### src/rtl/spt_pkg.sv
// Package: shared confidence-state encoding and transition rules for the
// stride prediction table. Assumes a two-bit state per table slot.
package spt_pkg;

    typedef enum logic [1:0] {
        CF_INIT   = 2'd0,
        CF_TRANS  = 2'd1,
        CF_STEADY = 2'd2,
        CF_NOPRED = 2'd3
    } conf_t;

    // Next confidence state given the current state and prediction outcome.
    function automatic conf_t conf_next(input conf_t cur, input logic ok);
        conf_t nxt;
        case (cur)
            CF_INIT:   nxt = ok ? CF_STEADY : CF_TRANS;
            CF_TRANS:  nxt = ok ? CF_STEADY : CF_NOPRED;
            CF_STEADY: nxt = ok ? CF_STEADY : CF_INIT;
            default:   nxt = ok ? CF_TRANS  : CF_NOPRED;
        endcase
        return nxt;
    endfunction

    // Whether a mispredicting load replaces the stored stride.
    function automatic logic conf_takes_delta(input conf_t cur, input logic ok);
        return !ok && (cur != CF_STEADY);
    endfunction

endpackage

### src/rtl/spt_store.sv
// Module: register storage for the direct-mapped prediction table.
// One combinational read port and one write port, both on the same index;
// a write lands at the clock edge, so the next cycle reads the new record.
// Assumes only the per-slot valid bits need reset.
module spt_store
    import spt_pkg::*;
#(
    parameter int ENTRIES = 16,
    parameter int TAG_W   = 28,
    parameter int ADDR_W  = 32,
    localparam int IDX_W  = $clog2(ENTRIES)
) (
    input  logic              clk,
    input  logic              rst_n,
    input  logic [IDX_W-1:0]  idx,
    output logic              rd_valid,
    output logic [TAG_W-1:0]  rd_tag,
    output logic [ADDR_W-1:0] rd_prev,
    output logic [ADDR_W-1:0] rd_stride,
    output conf_t             rd_state,
    input  logic              wr_en,
    input  logic [TAG_W-1:0]  wr_tag,
    input  logic [ADDR_W-1:0] wr_prev,
    input  logic [ADDR_W-1:0] wr_stride,
    input  conf_t             wr_state
);

    logic              slot_v      [ENTRIES];
    logic [TAG_W-1:0]  slot_tag    [ENTRIES];
    logic [ADDR_W-1:0] slot_prev   [ENTRIES];
    logic [ADDR_W-1:0] slot_stride [ENTRIES];
    conf_t             slot_state  [ENTRIES];

    for (genvar e = 0; e < ENTRIES; e++) begin : g_slot
        logic hit_w;
        assign hit_w = wr_en && (idx == IDX_W'(e));

        // Valid bit: cleared by reset, set by the first write to the slot.
        always_ff @(posedge clk) begin
            if (!rst_n)     slot_v[e] <= 1'b0;
            else if (hit_w) slot_v[e] <= 1'b1;
        end

        // Record fields: overwritten on each write, guarded by the valid bit.
        always_ff @(posedge clk) begin
            if (hit_w) begin
                slot_tag[e]    <= wr_tag;
                slot_prev[e]   <= wr_prev;
                slot_stride[e] <= wr_stride;
                slot_state[e]  <= wr_state;
            end
        end
    end

    // Read port: select the addressed slot.
    always_comb begin
        rd_valid  = slot_v[idx];
        rd_tag    = slot_tag[idx];
        rd_prev   = slot_prev[idx];
        rd_stride = slot_stride[idx];
        rd_state  = slot_state[idx];
    end

endmodule

### src/rtl/spt_update.sv
// Module: combinational update for one load. Decides hit or allocate,
// checks the prediction, forms the record to write back and the prefetch
// decision. Assumes the read record belongs to the load's index.
module spt_update
    import spt_pkg::*;
#(
    parameter int TAG_W  = 28,
    parameter int ADDR_W = 32
) (
    input  logic              clk,
    input  logic              rst_n,
    input  logic              ld_valid,
    input  logic [TAG_W-1:0]  ld_tag,
    input  logic [ADDR_W-1:0] ld_addr,
    input  logic              rd_valid,
    input  logic [TAG_W-1:0]  rd_tag,
    input  logic [ADDR_W-1:0] rd_prev,
    input  logic [ADDR_W-1:0] rd_stride,
    input  conf_t             rd_state,
    output logic              hit,
    output logic [ADDR_W-1:0] new_stride,
    output conf_t             new_state,
    output logic              fire,
    output logic [ADDR_W-1:0] fire_addr
);

    logic [ADDR_W-1:0] delta;
    logic              ok;

    // Hit detection and prediction outcome.
    always_comb begin
        hit   = rd_valid && (rd_tag == ld_tag);
        delta = ld_addr - rd_prev;
        ok    = (delta == rd_stride);
    end

    // Next record contents and prefetch decision.
    always_comb begin
        if (hit) begin
            new_state  = conf_next(rd_state, ok);
            new_stride = conf_takes_delta(rd_state, ok) ? delta : rd_stride;
        end else begin
            new_state  = CF_INIT;
            new_stride = '0;
        end
        fire      = ld_valid && hit && (new_state == CF_STEADY) && (new_stride != '0);
        fire_addr = ld_addr + new_stride;
    end

    // A steady record that mispredicts falls back without losing its stride.
    p_keep_stride_r6: assert property (@(posedge clk) disable iff (!rst_n)
        (ld_valid && hit && rd_state == CF_STEADY && !ok) |->
            (new_stride == rd_stride && new_state == CF_INIT));

    // From initial or transient, a correct load always lands in steady.
    p_confirm_r4: assert property (@(posedge clk) disable iff (!rst_n)
        (ld_valid && hit && ok && (rd_state == CF_INIT || rd_state == CF_TRANS))
            |-> (new_state == CF_STEADY));

    // An allocating load never asks for a prefetch.
    p_alloc_quiet_r2: assert property (@(posedge clk) disable iff (!rst_n)
        (ld_valid && !hit) |-> !fire);

endmodule

### src/rtl/spt_pf_out.sv
// Module: registered prefetch output. Turns the per-load decision into a
// one-cycle strobe with its address. Assumes no back-pressure downstream.
module spt_pf_out #(
    parameter int ADDR_W = 32
) (
    input  logic              clk,
    input  logic              rst_n,
    input  logic              fire,
    input  logic [ADDR_W-1:0] fire_addr,
    output logic              pf_valid,
    output logic [ADDR_W-1:0] pf_addr
);

    // Output register: strobe and address captured at the load's edge.
    always_ff @(posedge clk) begin
        if (!rst_n) begin
            pf_valid <= 1'b0;
            pf_addr  <= '0;
        end else begin
            pf_valid <= fire;
            if (fire) pf_addr <= fire_addr;
        end
    end

endmodule

### src/rtl/stride_pf_table.sv
// Module: top of the stride prefetch predictor. Splits the PC into index
// and tag, reads the slot, updates it and registers the prefetch request.
// Assumes at most one load per cycle and ENTRIES a power of two.
module stride_pf_table
    import spt_pkg::*;
#(
    parameter int PC_W    = 32,
    parameter int ADDR_W  = 32,
    parameter int ENTRIES = 16
) (
    input  logic              clk,
    input  logic              rst_n,
    input  logic              ld_valid,
    input  logic [PC_W-1:0]   ld_pc,
    input  logic [ADDR_W-1:0] ld_addr,
    output logic              pf_valid,
    output logic [ADDR_W-1:0] pf_addr
);

    localparam int IDX_W = $clog2(ENTRIES);
    localparam int TAG_W = PC_W - IDX_W;

    logic [IDX_W-1:0]  idx;
    logic [TAG_W-1:0]  tag;
    logic              rd_valid;
    logic [TAG_W-1:0]  rd_tag;
    logic [ADDR_W-1:0] rd_prev;
    logic [ADDR_W-1:0] rd_stride;
    conf_t             rd_state;
    logic              hit;
    logic [ADDR_W-1:0] new_stride;
    conf_t             new_state;
    logic              fire;
    logic [ADDR_W-1:0] fire_addr;

    // PC split: low bits index the table, the rest form the tag.
    always_comb begin
        idx = ld_pc[IDX_W-1:0];
        tag = ld_pc[PC_W-1:IDX_W];
    end

    spt_store #(
        .ENTRIES (ENTRIES),
        .TAG_W   (TAG_W),
        .ADDR_W  (ADDR_W)
    ) u_store (
        .clk       (clk),
        .rst_n     (rst_n),
        .idx       (idx),
        .rd_valid  (rd_valid),
        .rd_tag    (rd_tag),
        .rd_prev   (rd_prev),
        .rd_stride (rd_stride),
        .rd_state  (rd_state),
        .wr_en     (ld_valid),
        .wr_tag    (tag),
        .wr_prev   (ld_addr),
        .wr_stride (new_stride),
        .wr_state  (new_state)
    );

    spt_update #(
        .TAG_W  (TAG_W),
        .ADDR_W (ADDR_W)
    ) u_update (
        .clk        (clk),
        .rst_n      (rst_n),
        .ld_valid   (ld_valid),
        .ld_tag     (tag),
        .ld_addr    (ld_addr),
        .rd_valid   (rd_valid),
        .rd_tag     (rd_tag),
        .rd_prev    (rd_prev),
        .rd_stride  (rd_stride),
        .rd_state   (rd_state),
        .hit        (hit),
        .new_stride (new_stride),
        .new_state  (new_state),
        .fire       (fire),
        .fire_addr  (fire_addr)
    );

    spt_pf_out #(
        .ADDR_W (ADDR_W)
    ) u_out (
        .clk       (clk),
        .rst_n     (rst_n),
        .fire      (fire),
        .fire_addr (fire_addr),
        .pf_valid  (pf_valid),
        .pf_addr   (pf_addr)
    );

    // A strobe only follows a cycle that carried a hitting load.
    p_strobe_source_r13: assert property (@(posedge clk) disable iff (!rst_n)
        pf_valid |-> $past(ld_valid && hit));

    // A strobe never points at the load's own address (stride is non-zero).
    p_nonzero_r9: assert property (@(posedge clk) disable iff (!rst_n)
        pf_valid |-> (pf_addr != $past(ld_addr)));

    // The strobe lasts one cycle unless another load fired it again.
    p_one_cycle_r8: assert property (@(posedge clk) disable iff (!rst_n)
        (pf_valid && !ld_valid) |=> !pf_valid);

endmodule

### config.mk
export PLATFORM = sky130hd
export DESIGN_NAME = stride_pf_table
export DESIGN_NICKNAME = d
export VERILOG_FILES = /design/src/rtl/spt_pkg.sv /design/src/rtl/spt_store.sv /design/src/rtl/spt_update.sv /design/src/rtl/spt_pf_out.sv /design/src/rtl/stride_pf_table.sv
export SDC_FILE = /design/constraint.sdc
export NUM_CORES = 2
export LEC_CHECK = 0
export BUFFER_PORTS_ARGS = -buffer_cell sky130_fd_sc_hd__buf_4
export CORE_MARGIN = 2
export CORE_UTILIZATION = 35
export DETAILED_ROUTE_END_ITERATION = 8
export HOLD_SLACK_MARGIN = 0.12
export MAX_ROUTING_LAYER = met4
export SYNTH_ARGS = -nofsm -noshare
export SYNTH_HDL_FRONTEND = slang
export SYNTH_HIERARCHICAL = 1
export SYNTH_SLANG_ARGS = --single-unit
### constraint.sdc
create_clock -name clk -period 12.4 [get_ports clk]
set_clock_uncertainty 0.05 [all_clocks]
set_input_delay 0.62 -clock clk [delete_from_list [all_inputs] [get_ports clk]]
set_output_delay 0.62 -clock clk [all_outputs]
set_load 0.005 [all_outputs]
==> impl_metrics.yaml <==
outcome:
  outcome: "finished, final reports clean"
floorplan:
  die-height_um: 431.7
  die_area_um2: 186300
  number_of_i_o_pins: 100
  rows: 156
  fp.coreArea_um2: 181300
  floorplan.initialDensity_pct: 35.30
  dieWidth_um: 431.7
clock_network:
  cts.sinks: 1553
  clk_transition_reported_paths_ps: 60
  clockBufferDepth: 3
  clock_tree_from_tritoncts: "yes"
  htree_levels: 4
  clkLatencyLatePin_ps: 820
  post-cts-setup-buffer-count: 0
  cts_root_buf: "clkbuf_16"
  cts_buffers: 160
final_layout:
  synthToLayoutAreaGrowth_pct: 15.23
  nNetsFinal: 3738
  postLayoutCoreUtil_pct: 40.68
  most-common-layout-cells: "1519 x edfxtp_1, 380 x mux4_2, 205 x buf_4"
  layout-drive-gt1-share_pct: 23.35
  commonest_non_fill_non_tap_cell_in_the_layout: "edfxtp_1"
yosys:
  synth.yosys.warnings: 6
  ys_seq_elements: 1553
  post-synth-top-area-fraction_pct: 71.26
  post_synthesis_mux_area_share_pct: 14.09
  yosys.area_share.xor_xnor_pct: 1.515
  synth_top_family_by_area: "multiplexers"
  postSynthAreaPerCell_um2: 19.08
  mappedNetlistArea_um2: 64010
  yosys-top-cells-area: "edfxtp_1 71%, mux4_2 13%, a22oi_1 2.2%"
  synth_seq_area_share_pct: 72.32
  synth-adder-area-share_pct: 1.278
  yosys.area_share.simple_pct: 4.011
  synth_cell_types: 89
  synth_flop_cell: "edfxtp_1"
  netlist_instances: 3355
  synth_compound_area_share_pct: 5.117
  asyncSetResetFlopFracSynth_pct: 0
  synth.net_count: 3486
  netlist.top_cell.by_area: "edfxtp_1"
  synth-edff-count: 1519
critical_path:
  worst_setup_path_startpoint: "ld_pc[1]"
  arrival_ps: 11380
  r2r.worst_path.cells: 33
  setup.worst_path.end: "u_out/pf_addr[30]"
  timing.critical_path.fanout_max: 86
  slowest_stage: "nor2_1"
  crit_path_end_kind: "register"
  cp.buffers_inverters: 3
  required_ps: 13020
  path_common_cell: "nand2_1"
  rr_startpoint: "u_store/slot_prev[3][25]"
  regToRegEndpoint: "u_out/pf_addr[30]"
  worst_setup_path_start_kind: "input pin"
  critical_path_start_end_classification: "in -> reg"
  cp.depth: 35
  worst_path_dominant_cell_family: "simple AND/OR/NAND/NOR gates"
  reg2reg_slack_ps: 2280
  cp_slowest_stage_delay_ps: 950
global_route:
  grt_max_degree: 99
  grt_pass1_wl_um: 242400
  grt-ovfl-total: 0
  grt_pass1_vias: 33888
  global_route.usage.total_pct: 18.45
  antenna_violations_before_repair: 11
power:
  total_power_mw: 11.56
  vdd_drop_max_uv: 152.8
  power.static_leakage_nw: 23.80
  power-per-cell-area_nw_per_um2: 156.8
job:
  drv.max_cap_violation_count: 0
drt:
  via_per_inst: 5.564
  drt_iter0_drc: 3015
  wl_um: 167700
  first_pass_iters: 7
  routed_wire_length_per_instance_um: 27.44
  drt_drc_violations_left: 0
  drtAntennaViolNets: 0
  vias: 34010
sta:
  max_fclk_ghz: 0.09300
  setup_tns_ps: 0
  finalCriticalPeriod_ps: 10750
  slew_headroom_pct: 16.63
  setup_viol: 0
  finalHoldViolations: 0
  number_of_pins_with_negative_max_slew_slack_in_the_final_report: 0
  final_setup_margin_ps: 1647
  max_slew.worst_pin.slew_ps: 1246
  rsz0062_at_grt: "no"
  layout_worst_path_cycle_share_pct: 86.72
placed_design:
  port_buffers: 99
  pre_cts_slack_ps: 1189
  place_hpwl_um: 95460
  gp_congestion: 0.9110
hold_path:
  hold_class: "in -> reg"
## layer usage
layer	routed length [um]	GRT usage [%]	vias to the layer above
met5	0	-	-
met4	4009	5.027	0
met3	9591	2.623	236
met2	81900	29.51	1221
met1	72250	24.81	18207
li1	-	-	14346
## per-stage QoR
step / instance area, um^2 / std cells / hold slack, ps
after CTS: 73750 / 6109 / 123.0
after global placement: 67900 / 5756 / 396.4
after detailed placement: 67900 / 5756 / 418.6
after floorplan: 64010 / 3355 / 386.1
after global routing: 73760 / 6113 / 146.5
final: 73760 / 6113 / 194.2
## worst min-delay path by stage
stage,start,to,cells past startpoint
detailed placement,u_store/slot_v[8],u_store/slot_v[8],1
global route,ld_addr[3],u_store/slot_prev[1][3],1
CTS,ld_addr[3],u_store/slot_prev[14][3],1
finish,ld_addr[3],u_store/slot_prev[14][3],1
global placement,u_store/slot_v[8],u_store/slot_v[8],1
floorplan,u_store/slot_v[8],u_store/slot_v[8],1
## kinds of logic after synthesis
kind of cell,count (synthesis)
flops,1553
simple gates,509
compound gates,465
mux,426
buf+inv,228
xor+xnor,109
fa+ha+maj,65
## power breakdown
part           leakage, nW  switching, mW  total [mW]  internal [mW]
Sequential            14.1         0.0178        5.84           5.82
Combinational         7.16          0.592       0.944          0.352
Clock                 2.55           2.07        4.78           2.72
Total                 23.8           2.68        11.6           8.89
## state kept, by name (all words and copies together), names as in the netlist
signal / cells
u_store/slot_v: 16
u_out/pf_valid: 1
u_store/slot_tag: 448
u_store/slot_prev: 512
u_store/slot_state: 32
u_out/pf_addr: 32
u_store/slot_stride: 512
## Yosys cell counts, drive strengths merged (10+ instances only)
cell type,number
clkbuf,88
nand4,29
xnor2,72
a21o,26
edfxtp,1519
mux4,380
o21ai,57
nand3,38
a22oi,190
nor2,73
inv,48
a21oi,90
or3,10
or4,10
xor2,36
a211oi,10
mux2i,45
buf,92
nand2b,25
and2,21
ha,63
dfxtp,34
o21a,14
nor4,14
nand2,178
nor3,28
nor2b,45
and3,12
## final cells by class
class                      count  area, um^2
fill                       15982      107600
sequential                  1553       46290
multi-input combinational   1574       16810
clock buffer                 202        4213
tap                         2370        2965
timing repair buffer         270        2240
clock inverter                92        1051
inverter                      48       180.2
antenna                        4       10.01
## what timing repair did
action | 4_1_cts | 5_1_grt
gates resized for setup | 0 | 0
endpoints found under the hold margin | 907 | 0
hold buffers | 59 | 0
Note: power is estimated with default switching activity, not from simulation.
